## src/rtl/moq_pkg.sv

```systemverilog
package moq_pkg;

  // Per-slot status bits
  typedef struct packed {
    logic busy;   // slot holds an operation
    logic is_st;  // store when set
    logic a_ok;   // address known
    logic d_ok;   // store data known
    logic sent;   // granted (request or forward)
    logic fin;    // store write sent / load result delivered
  } moq_flags_t;

endpackage

```

## src/rtl/moq_elig.sv

```systemverilog
module moq_elig #(
  parameter int DEPTH = 8,
  parameter int AW = 32,
  parameter bit FWD_EN = 1'b1,
  localparam int IW = $clog2(DEPTH)
) (
  input  logic [IW-1:0]             head,
  input  logic [DEPTH-1:0]          busy,
  input  logic [DEPTH-1:0]          is_st,
  input  logic [DEPTH-1:0]          a_ok,
  input  logic [DEPTH-1:0]          d_ok,
  input  logic [DEPTH-1:0]          sent,
  input  logic [DEPTH-1:0]          fin,
  input  logic [DEPTH-1:0][AW-1:0]  addr,
  input  logic                      rsp_busy,
  output logic [DEPTH-1:0]          go_mem,
  output logic [DEPTH-1:0]          go_fwd,
  output logic [DEPTH-1:0][IW-1:0]  src
);

  for (genvar i = 0; i < DEPTH; i++) begin : g_ent
    logic          blk_a;   // an older relevant entry lacks an address
    logic          blk_m;   // an older same-address entry is not finished
    logic          have;    // an older same-address store exists
    logic [IW-1:0] s_idx;
    logic [IW-1:0] s_rank;
    logic [IW-1:0] ri;
    logic [IW-1:0] rj;
    logic          base;

    always_comb begin
      blk_a  = 1'b0;
      blk_m  = 1'b0;
      have   = 1'b0;
      s_idx  = '0;
      s_rank = '0;
      rj     = '0;
      ri     = IW'(i) - head;
      for (int j = 0; j < DEPTH; j++) begin
        rj = IW'(j) - head;
        if (j != i && busy[j] && rj < ri) begin
          if (!a_ok[j] && (is_st[i] || is_st[j]))
            blk_a = 1'b1;
          if (a_ok[j] && addr[j] == addr[i]) begin
            if (is_st[i] && !fin[j])
              blk_m = 1'b1;
            if (!is_st[i] && is_st[j]) begin
              if (!fin[j])
                blk_m = 1'b1;
              if (!have || rj > s_rank) begin
                have   = 1'b1;
                s_idx  = IW'(j);
                s_rank = rj;
              end
            end
          end
        end
      end
    end

    assign base   = busy[i] & a_ok[i] & ~sent[i];
    assign src[i] = s_idx;

    if (FWD_EN) begin : g_fwd
      assign go_mem[i] = is_st[i] ? (base & d_ok[i] & ~blk_a & ~blk_m)
                                  : (base & ~blk_a & ~have);
      assign go_fwd[i] = ~is_st[i] & base & ~blk_a & have & d_ok[s_idx] & ~rsp_busy;
    end else begin : g_nofwd
      assign go_mem[i] = is_st[i] ? (base & d_ok[i] & ~blk_a & ~blk_m)
                                  : (base & ~blk_a & ~blk_m);
      assign go_fwd[i] = 1'b0;
    end
  end

endmodule

```

## src/rtl/moq_pick.sv

```systemverilog
module moq_pick #(
  parameter int DEPTH = 8,
  localparam int IW = $clog2(DEPTH)
) (
  input  logic [DEPTH-1:0] want,
  input  logic [IW-1:0]    head,
  output logic             hit,
  output logic [IW-1:0]    idx
);

  logic [IW-1:0] k;

  // Scan from the head so the first hit is the oldest.
  always_comb begin
    hit = 1'b0;
    idx = '0;
    k   = '0;
    for (int r = 0; r < DEPTH; r++) begin
      k = head + IW'(r);
      if (!hit && want[k]) begin
        hit = 1'b1;
        idx = k;
      end
    end
  end

endmodule

```

## src/rtl/mem_order_queue.sv

```systemverilog
module mem_order_queue #(
  parameter int DEPTH = 8,
  parameter int AW = 32,
  parameter int DW = 32,
  parameter bit FWD_EN = 1'b1,
  localparam int IW = $clog2(DEPTH)
) (
  input  logic          clk,
  input  logic          rst,
  input  logic          alloc_valid,
  input  logic          alloc_store,
  output logic          alloc_ready,
  output logic [IW-1:0] alloc_tag,
  input  logic          addr_valid,
  input  logic [IW-1:0] addr_tag,
  input  logic [AW-1:0] addr_value,
  input  logic          sdata_valid,
  input  logic [IW-1:0] sdata_tag,
  input  logic [DW-1:0] sdata_value,
  output logic          mem_req_valid,
  output logic          mem_req_write,
  output logic [AW-1:0] mem_req_addr,
  output logic [DW-1:0] mem_req_wdata,
  output logic [IW-1:0] mem_req_tag,
  input  logic          mem_rsp_valid,
  input  logic [IW-1:0] mem_rsp_tag,
  input  logic [DW-1:0] mem_rsp_data,
  output logic          ld_res_valid,
  output logic [IW-1:0] ld_res_tag,
  output logic [DW-1:0] ld_res_data,
  output logic          ld_res_fwd,
  input  logic          retire_valid,
  output logic          retire_ready
);
  import moq_pkg::*;

  localparam int CW = IW + 1;

  moq_flags_t    flg [DEPTH];
  logic [AW-1:0] addr_q [DEPTH];
  logic [DW-1:0] data_q [DEPTH];
  logic [IW-1:0] head, tail;
  logic [CW-1:0] count;

  logic [DEPTH-1:0]         v_busy, v_st, v_aok, v_dok, v_sent, v_fin;
  logic [DEPTH-1:0][AW-1:0] v_addr;
  logic [DEPTH-1:0]         go_mem, go_fwd;
  logic [DEPTH-1:0][IW-1:0] fsrc;
  logic                     g_hit;
  logic [IW-1:0]            g_idx;
  logic                     do_alloc, do_retire, g_fwd;

  always_comb begin
    for (int k = 0; k < DEPTH; k++) begin
      v_busy[k] = flg[k].busy;
      v_st[k]   = flg[k].is_st;
      v_aok[k]  = flg[k].a_ok;
      v_dok[k]  = flg[k].d_ok;
      v_sent[k] = flg[k].sent;
      v_fin[k]  = flg[k].fin;
      v_addr[k] = addr_q[k];
    end
  end

  assign alloc_ready  = (count != CW'(DEPTH));
  assign alloc_tag    = tail;
  assign retire_ready = flg[head].busy & flg[head].fin;
  assign do_alloc     = alloc_valid & alloc_ready;
  assign do_retire    = retire_valid & retire_ready;

  moq_elig #(.DEPTH(DEPTH), .AW(AW), .FWD_EN(FWD_EN)) u_elig (
    .head(head), .busy(v_busy), .is_st(v_st), .a_ok(v_aok), .d_ok(v_dok),
    .sent(v_sent), .fin(v_fin), .addr(v_addr), .rsp_busy(mem_rsp_valid),
    .go_mem(go_mem), .go_fwd(go_fwd), .src(fsrc)
  );

  moq_pick #(.DEPTH(DEPTH)) u_pick (
    .want(go_mem | go_fwd), .head(head), .hit(g_hit), .idx(g_idx)
  );

  assign g_fwd = go_fwd[g_idx];

  // Address and data storage: no reset, written by tag
  always_ff @(posedge clk) begin
    if (addr_valid) addr_q[addr_tag] <= addr_value;
    if (sdata_valid) data_q[sdata_tag] <= sdata_value;
  end

  always_ff @(posedge clk) begin
    if (rst) begin
      for (int k = 0; k < DEPTH; k++) flg[k] <= '0;
      head          <= '0;
      tail          <= '0;
      count         <= '0;
      mem_req_valid <= 1'b0;
      mem_req_write <= 1'b0;
      mem_req_addr  <= '0;
      mem_req_wdata <= '0;
      mem_req_tag   <= '0;
      ld_res_valid  <= 1'b0;
      ld_res_tag    <= '0;
      ld_res_data   <= '0;
      ld_res_fwd    <= 1'b0;
    end else begin
      mem_req_valid <= 1'b0;
      ld_res_valid  <= 1'b0;
      ld_res_fwd    <= 1'b0;

      if (do_alloc) begin
        flg[tail]       <= '0;
        flg[tail].busy  <= 1'b1;
        flg[tail].is_st <= alloc_store;
        tail            <= tail + 1'b1;
      end
      if (addr_valid) flg[addr_tag].a_ok <= 1'b1;
      if (sdata_valid) flg[sdata_tag].d_ok <= 1'b1;

      if (g_hit) begin
        flg[g_idx].sent <= 1'b1;
        if (g_fwd) begin
          flg[g_idx].fin <= 1'b1;
          ld_res_valid   <= 1'b1;
          ld_res_fwd     <= 1'b1;
          ld_res_tag     <= g_idx;
          ld_res_data    <= data_q[fsrc[g_idx]];
        end else begin
          mem_req_valid <= 1'b1;
          mem_req_write <= flg[g_idx].is_st;
          mem_req_addr  <= addr_q[g_idx];
          mem_req_wdata <= data_q[g_idx];
          mem_req_tag   <= g_idx;
          if (flg[g_idx].is_st) flg[g_idx].fin <= 1'b1;
        end
      end

      if (mem_rsp_valid) begin
        flg[mem_rsp_tag].fin <= 1'b1;
        ld_res_valid <= 1'b1;
        ld_res_fwd   <= 1'b0;
        ld_res_tag   <= mem_rsp_tag;
        ld_res_data  <= mem_rsp_data;
      end

      if (do_retire) begin
        flg[head].busy <= 1'b0;
        head           <= head + 1'b1;
      end

      count <= count + CW'(do_alloc) - CW'(do_retire);
    end
  end

endmodule

```

## config.mk

```make
export PLATFORM = sky130hd
export DESIGN_NAME = mem_order_queue
export DESIGN_NICKNAME = d
export VERILOG_FILES = /design/src/rtl/moq_pkg.sv /design/src/rtl/moq_elig.sv /design/src/rtl/moq_pick.sv /design/src/rtl/mem_order_queue.sv
export SDC_FILE = /design/constraint.sdc
export NUM_CORES = 2
export LEC_CHECK = 0
export BUFFER_PORTS_ARGS = -buffer_cell sky130_fd_sc_hd__buf_2
export CAP_MARGIN = 0
export CORE_UTILIZATION = 40
export CTS_CLUSTER_SIZE = 28
export DETAILED_ROUTE_END_ITERATION = 6
export PLACE_DENSITY_LB_ADDON = 0.25
export SYNTH_ARGS = -nofsm -noshare
export SYNTH_HDL_FRONTEND = slang
export SYNTH_SLANG_ARGS = --single-unit
```

## constraint.sdc

```tcl
create_clock -name clk -period 16.99 [get_ports clk]
set_input_delay 3.398 -clock clk [delete_from_list [all_inputs] [get_ports clk]]
set_output_delay 3.398 -clock clk [all_outputs]
set_load 0.03 [all_outputs]
```

**Yosys cells after proc, flatten, opt, wreduce, memory -nomap -nowiden**

Memory sizes are Yosys's and may differ from the RTL's. A register that Yosys moved wholly into a read port is not among the register bits.
Cells that the tools add are included.

- Memories: 3
- Flip-flop bits (word level): 52
- Input port bits: 113
- RAM bits: 560
- Output and inout bits: 111

- Reduce and logical (&&, ||, !) cells: 454
- Equality and inequality tests: 57
- Bitwise logic cells: 146
- $lt $le $gt $ge: 121
- Add/subtract/negate cells: 18
- Multiplexer cells: 1139

Memories:

| memory | words | bits a word | rd ports | clocked after Yosys merged registers in | wr ports | line | text |
|---|---|---|---|---|---|---|---|
| addr_q | 8 | 32 | 9 | 1 | 1 | mem_order_queue.sv:40 | `logic [AW-1:0] addr_q [DEPTH];` |
| data_q | 8 | 32 | 2 | 1 | 1 | mem_order_queue.sv:41 | `logic [DW-1:0] data_q [DEPTH];` |
| flg | 8 | 6 | 10 | 1 | 8 | mem_order_queue.sv:39 | `moq_flags_t flg [DEPTH];` |

Operators by type and width:

| kind | count |
|---|---|
| 32-bit equality test | 56 |
| 3-bit two-way mux | 391 |
| 1-bit two-way mux | 716 |
| 1-bit logical AND | 287 |
| 3-bit < comparator | 56 |
| 3-bit greater-than comparator | 48 |
| 1-bit bitwise AND | 99 |
| 32-bit two-way mux | 3 |
| 1-bit logical NOT | 79 |
| 1-bit logical OR | 76 |
| 3-bit by 4-bit < comparator with 1-bit output (second input constant) | 17 |
| 1-bit binary-select mux with 3-bit select | 17 |
| 1-bit NOT | 43 |
| 6-bit two-way mux | 6 |
| 6-bit OR reduction | 6 |
| 3-bit adder (second input constant) | 4 |
| 3-bit subtractor (first input constant) | 4 |
| 2-bit two-way mux | 5 |
| 3-bit binary-select mux with 3-bit select | 1 |
| 8-bit OR | 1 |
| 3-bit by 1-bit adder with 3-bit output (second input constant) | 2 |
| 3-bit by 2-bit adder with 3-bit output (second input constant) | 2 |
| 1-bit by 3-bit subtractor with 3-bit output (first input constant) | 2 |
| 2-bit by 3-bit subtractor with 3-bit output (first input constant) | 2 |
| other kinds (7) | 12 |

**Logic depth before layout (Yosys ltp)**

An unclocked memory read counts as a cell.

- Depth in word-level cells: 80
- Depth in mapped cells: 85
- Mapped depth without buffers: 72

**Modules after synthesis**

A second synthesis with hierarchy kept.

- Cells, all modules: 4876
- Area, all modules: 49426.2 um^2

Modules (own cells, without submodules):

| module | instances | area each (um^2) | sequential area each (um^2) | cells each |
|---|---|---|---|---|
| mem_order_queue | 1 | 27856.7 | 18798.0 | 1932 |
| moq_elig | 1 | 20752.4 | 0.0 | 2844 |
| moq_pick | 1 | 817.0 | 0.0 | 100 |

**Worst setup path after synthesis**

No wires, ideal clock.

- Path type: reg2reg
- Start point: register head[0]
- End point: register ld_res_data[10]
- Period minus slack after synthesis: 17.605 ns
- Stages on the path, launching flop included: 82
- Slack: -0.615 ns
- Buffers on the path: 12
- Data arrival time: 17.489 ns
- Path through: dfxtp_1 -> buf_2 -> clkbuf_1 -> inv_1 -> buf_1 -> clkbuf_1 -> clkbuf_1 -> clkbuf_1 -> ha_1 -> clkbuf_1 -> inv_1 -> clkbuf_1 -> clkbuf_1 -> ha_1 -> nand2_1 -> nand2_1 -> or3_1 -> nor3_2 -> [... 46 more ...] -> nor3b_1 -> a211oi_1 -> a32oi_1 -> a41o_1 -> o211ai_1 -> o32a_1 -> and3_1 -> a31o_1 -> or4_4 -> a21o_1 -> a21oi_1 -> buf_4 -> mux2_2 -> mux2_2 -> nor3b_4 -> buf_2 -> a21oi_1 -> and3_1

- Word-level cells in the longest chain between the ends: 75
- Elaborated cells on any way between the ends: 1400

RTL lines:

| what | line | text |
|---|---|---|
| start: declaration | mem_order_queue.sv:42 | `logic [IW-1:0] head, tail;` |
| start signal: assignment | mem_order_queue.sv:146 | `head <= head + 1'b1;` |
| 3-bit subtractor * | moq_elig.sv:40 | `rj = IW'(j) - head;` |
| via u_elig.g_ent[0].rj[0] | moq_elig.sv:28 | `logic [IW-1:0] rj;` |
| 3-bit < comparator | moq_elig.sv:41 | `if (j != i && busy[j] && rj < ri) begin` |
| 1-bit logical AND | moq_elig.sv:41 |  |
| 3-bit two-way mux or 1-bit two-way mux (tied branches) | moq_elig.sv:41 |  |
| 3-bit greater-than comparator or 1-bit logical NOT (tied branches) | moq_elig.sv:50 | `if (!have \|\| rj > s_rank) begin` |
| 1-bit logical OR | moq_elig.sv:50 |  |
| 3-bit two-way mux or 1-bit two-way mux (tied branches) | moq_elig.sv:50 |  |
| [... 60 more ...] | -- |  |
| 1-bit logical AND | moq_pick.sv:20 | `if (!hit && want[k]) begin` |
| 3-bit two-way mux | moq_pick.sv:20 |  |
| 3-bit binary-select mux with 3-bit select | mem_order_queue.sv:125 | `ld_res_data <= data_q[fsrc[g_idx]];` |
| 3-bit two-way mux (not written as such) | mem_order_queue.sv:125 |  |
| memory 8 x 32 bit | -- |  |
| 32-bit two-way mux | mem_order_queue.sv:120 | `if (g_fwd) begin` |
| 32-bit two-way mux | mem_order_queue.sv:118 | `if (g_hit) begin` |
| 32-bit two-way mux | mem_order_queue.sv:136 | `if (mem_rsp_valid) begin` |
| end signal: assignment | mem_order_queue.sv:125 |  |
| end signal: assignment | mem_order_queue.sv:141 | `ld_res_data <= mem_rsp_data;` |
| end: declaration | mem_order_queue.sv:30 | `output logic [DW-1:0] ld_res_data,` |

Mark *: on every way through the listed nets, which the timed path passes. The rest lies on a longest branch. The select of a mux whose other input is x is not followed.
A chain may end at the register's enable or synchronous reset.

==> results.cfg <==
[place]
hpwl_um = 225500
place.gp.congestion = 1.158
dpl_cell_area_sq_um = 56550
io_buffers = 223
dp.cells = 7245

[yosys]
ys_ff_latch = 679
async_flop_share_pct = 0
ys_seq_area_share_pct = 36.55
synth-main-ff-cell = edfxtp_1
yosysWarnings = 0
syn_nets = 5657
synth_cells = 5366
ys_types = 126
netlist_area_sq_um = 51440
synth_edf_count = 520
avgSynthCellArea_sq_um = 9.585

[outcome]
status = finished with violations
violations = design-rule violations

[detailed_routing]
drtIter0Drc = 7508
dr.pass1.iters = 7
vias = 50420
via_per_inst = 6.790
wirelength_um = 304700
ant_nets = 0
wire_per_inst_um = 41.03
drcViolationCount = 4

[finish]
final_cell_mix = 589 x xnor2_1, 520 x edfxtp_1, 475 x buf_4
layout_commonest_cell = xnor2_1
fin_nets = 5984
fin_cells = 7426
fin_area_sq_um = 59590
area_growth_pct = 15.85
drive_gt1_share_pct = 19.03

[min_path]
hp-start = flg[0][2]
hold_class = flop to flop

[clock_network]
cts-root-buf = clkbuf_16
h-tree-depth = 3
clock-sinks = 679
cts_hold_buf = 0
cts_tree = built
numCtsBuffers = 74
cts_max_path_buffers = 3
clkTransAtPathRegs_ns = 0.06
clk_latency_ns = 0.74

[timing]
fin_hold_ws_ns = 0.4959
worst_slew_pin_slew_ns = 1.281
fin_skew_ns = 0.04625
finalSetupViolCount = 0
hold_viol_final = 0
max_freq_mhz = 59.78
timing.slew.headroom_pct = 13.91
slew_violations = 0
min_period_ns = 16.73
fin_crit_sh_pct = 98.45

[global_routing]
antenna_found_initial = 14
grt_start_max_net_pins = 78
grt_pass1_wl_um = 406900
grtUsageTotal_pct = 45.52
grt_pass1_vias = 47137
gr-total-overflow = 0

[setup_path]
cp-start-kind = flop
cp_data_required_time_ns = 17.58
startpoint = addr_q[0][17]
slowest_delay_ns = 0.58
cp_max_fo = 12
endpoint_kind = flop
crit_type = flop to flop
worstPathArrival_ns = 17.32
cp_slowest_cell = nor3_2
reg2reg_from = addr_q[0][17]

[floorplan]
fp-row-count = 131
die_area_sq_um = 130000
ioPinCount = 224
die-height_um = 360.6
start_util_pct = 40.34
chipWidth_um = 360.6
core_sq_um = 127500

[flow_run]
maxCapViolations = 0

[power_and_ir_drop]
powerDensity_nw_per_um2 = 95.37
power_leakage_nw = 22.29
vdd_drop_max_mv = 0.1014
[sequential cells by signal (all words and copies together), names as in the netlist, named ones only]
| signal | cells |
|---|---|
| count | 4 |
| ld_res_valid | 1 |
| flg | 48 |
| ld_res_tag | 3 |
| mem_req_addr | 32 |
| head | 3 |
| data_q | 256 |
| addr_q | 256 |
| ld_res_data | 32 |
| mem_req_valid | 1 |
| mem_req_write | 1 |
| ld_res_fwd | 1 |
| mem_req_tag | 3 |
| mem_req_wdata | 32 |
| alloc_tag | 3 |
[critical path, delay by kind of cell (launching register included)]
| kind | cells | cell delay, ns |
|---|---|---|
| compound gates | 31 | 6.43 |
| xor+xnor | 1 | 0.42 |
| fa+ha+maj | 6 | 1.60 |
| buf+inv | 9 | 1.54 |
| flops | 1 | 0.53 |
| mux | 6 | 2.08 |
| simple gates | 14 | 3.94 |
[layout make-up]
| type | instances | area (sq um) |
|---|---|---|
| diodes | 11 | 27.53 |
| clock buffers | 98 | 2063 |
| clock inverters | 38 | 374.1 |
| fillers | 12147 | 67930 |
| inverters | 111 | 416.7 |
| multi-input cells | 4093 | 30420 |
| flip-flops and latches | 679 | 18800 |
| well taps | 1662 | 2079 |
| repair buffers | 734 | 5403 |
[power breakdown]
group	switching (W)	internal, W	total, W
Clock	0.000734	0.000925	0.00166
Sequential	0.000119	0.00191	0.00203
Combinational	0.00131	0.000685	0.00199
Total	0.00216	0.00352	0.00568
[per-stage QoR]
| stage | setup WS [ns] | util (%) | setup TNS, ns | total power [W] |
|---|---|---|---|---|
| 4_1_cts | 0.09446 | 46.28 | 0 | 0.005603 |
| 2_1_floorplan | 0.2407 | - | 0 | 0.003129 |
| 5_1_grt | -0.03884 | 46.71 | -0.2222 | 0.005800 |
| 3_5_place_dp | -0.4952 | 44.35 | -14.05 | 0.003965 |
| 3_3_place_gp | -0.4981 | 44.35 | -14.36 | 0.003967 |
| 6_report | 0.2632 | 46.73 | 0 | 0.005683 |
[layer usage]
metal	track usage, %	vias to the layer above	routed length [um]
li1	-	20537	-
met1	56.02	24849	114500
met2	66.19	3894	125700
met3	13.74	1132	35560
met4	35.69	8	28870
met5	0	-	52
[path summary, 6_finish.rpt]
| path | cells past startpoint | end | slack (ns) |
|---|---|---|---|
| max | 67 | ld_res_data[14] | 0.26 |
| min | 2 | flg[0][2] | 0.50 |
| max reg2reg | 67 | ld_res_data[14] | 0.26 |
| min reg2reg | 2 | flg[0][2] | 0.50 |
[Yosys cell counts (all sizes together), types with 13 or more instances]
cell	n	share of area (%)
or2	29	0.36
o21a	28	0.41
mux2	73	1.6
dfxtp	159	6.2
o21ai	178	1.7
nor4	154	2.2
nand3	95	0.92
o211ai	18	0.26
a2111oi	13	0.26
nand2b	59	0.72
a22o	34	0.58
nor2	365	2.7
nor3b	14	0.25
or4	17	0.26
a22oi	102	1.5
xnor2	594	10
ha	177	4.3
or3	21	0.26
nand2	306	2.2
inv	109	0.80
xor2	310	5.3
and4	19	0.32
a311oi	28	0.49
buf	366	3.8
o31ai	42	0.63
nor2b	52	0.63
clkbuf	117	0.85
and2	39	0.47
a21oi	251	2.4
and3	76	0.92
mux2i	243	4.7
a21o	33	0.48
o32ai	13	0.24
a31oi	49	0.63
o311ai	13	0.24
edfxtp	520	30
nand4	214	2.6
a222oi	20	0.39
a221o	15	0.29
nor3	94	0.97
a32oi	30	0.51
a221oi	28	0.51
a211oi	52	0.78
[cell families after synthesis]
family / Yosys count / share of synthesized area, %
other: 1 / 0.007291
buffers and inverters: 594 / 5.437
flip-flops: 679 / 36.55
AND/OR/NAND/NOR: 1594 / 16.50
multiplexers: 325 / 6.736
AO/OA/AOI/OAI: 1090 / 14.97
adder cells (fa/ha/maj): 178 / 4.345
XOR/XNOR: 905 / 15.45
[what timing repair did]
item	4_1_cts	5_1_grt
setup buffers	0	33
cloned	0	0
hold endpoints to repair	0	0
resized for setup	4	41
setup endpoints to repair	79	121
pin swaps	0	10
No activity file was read; power rests on OpenSTA's default activity.
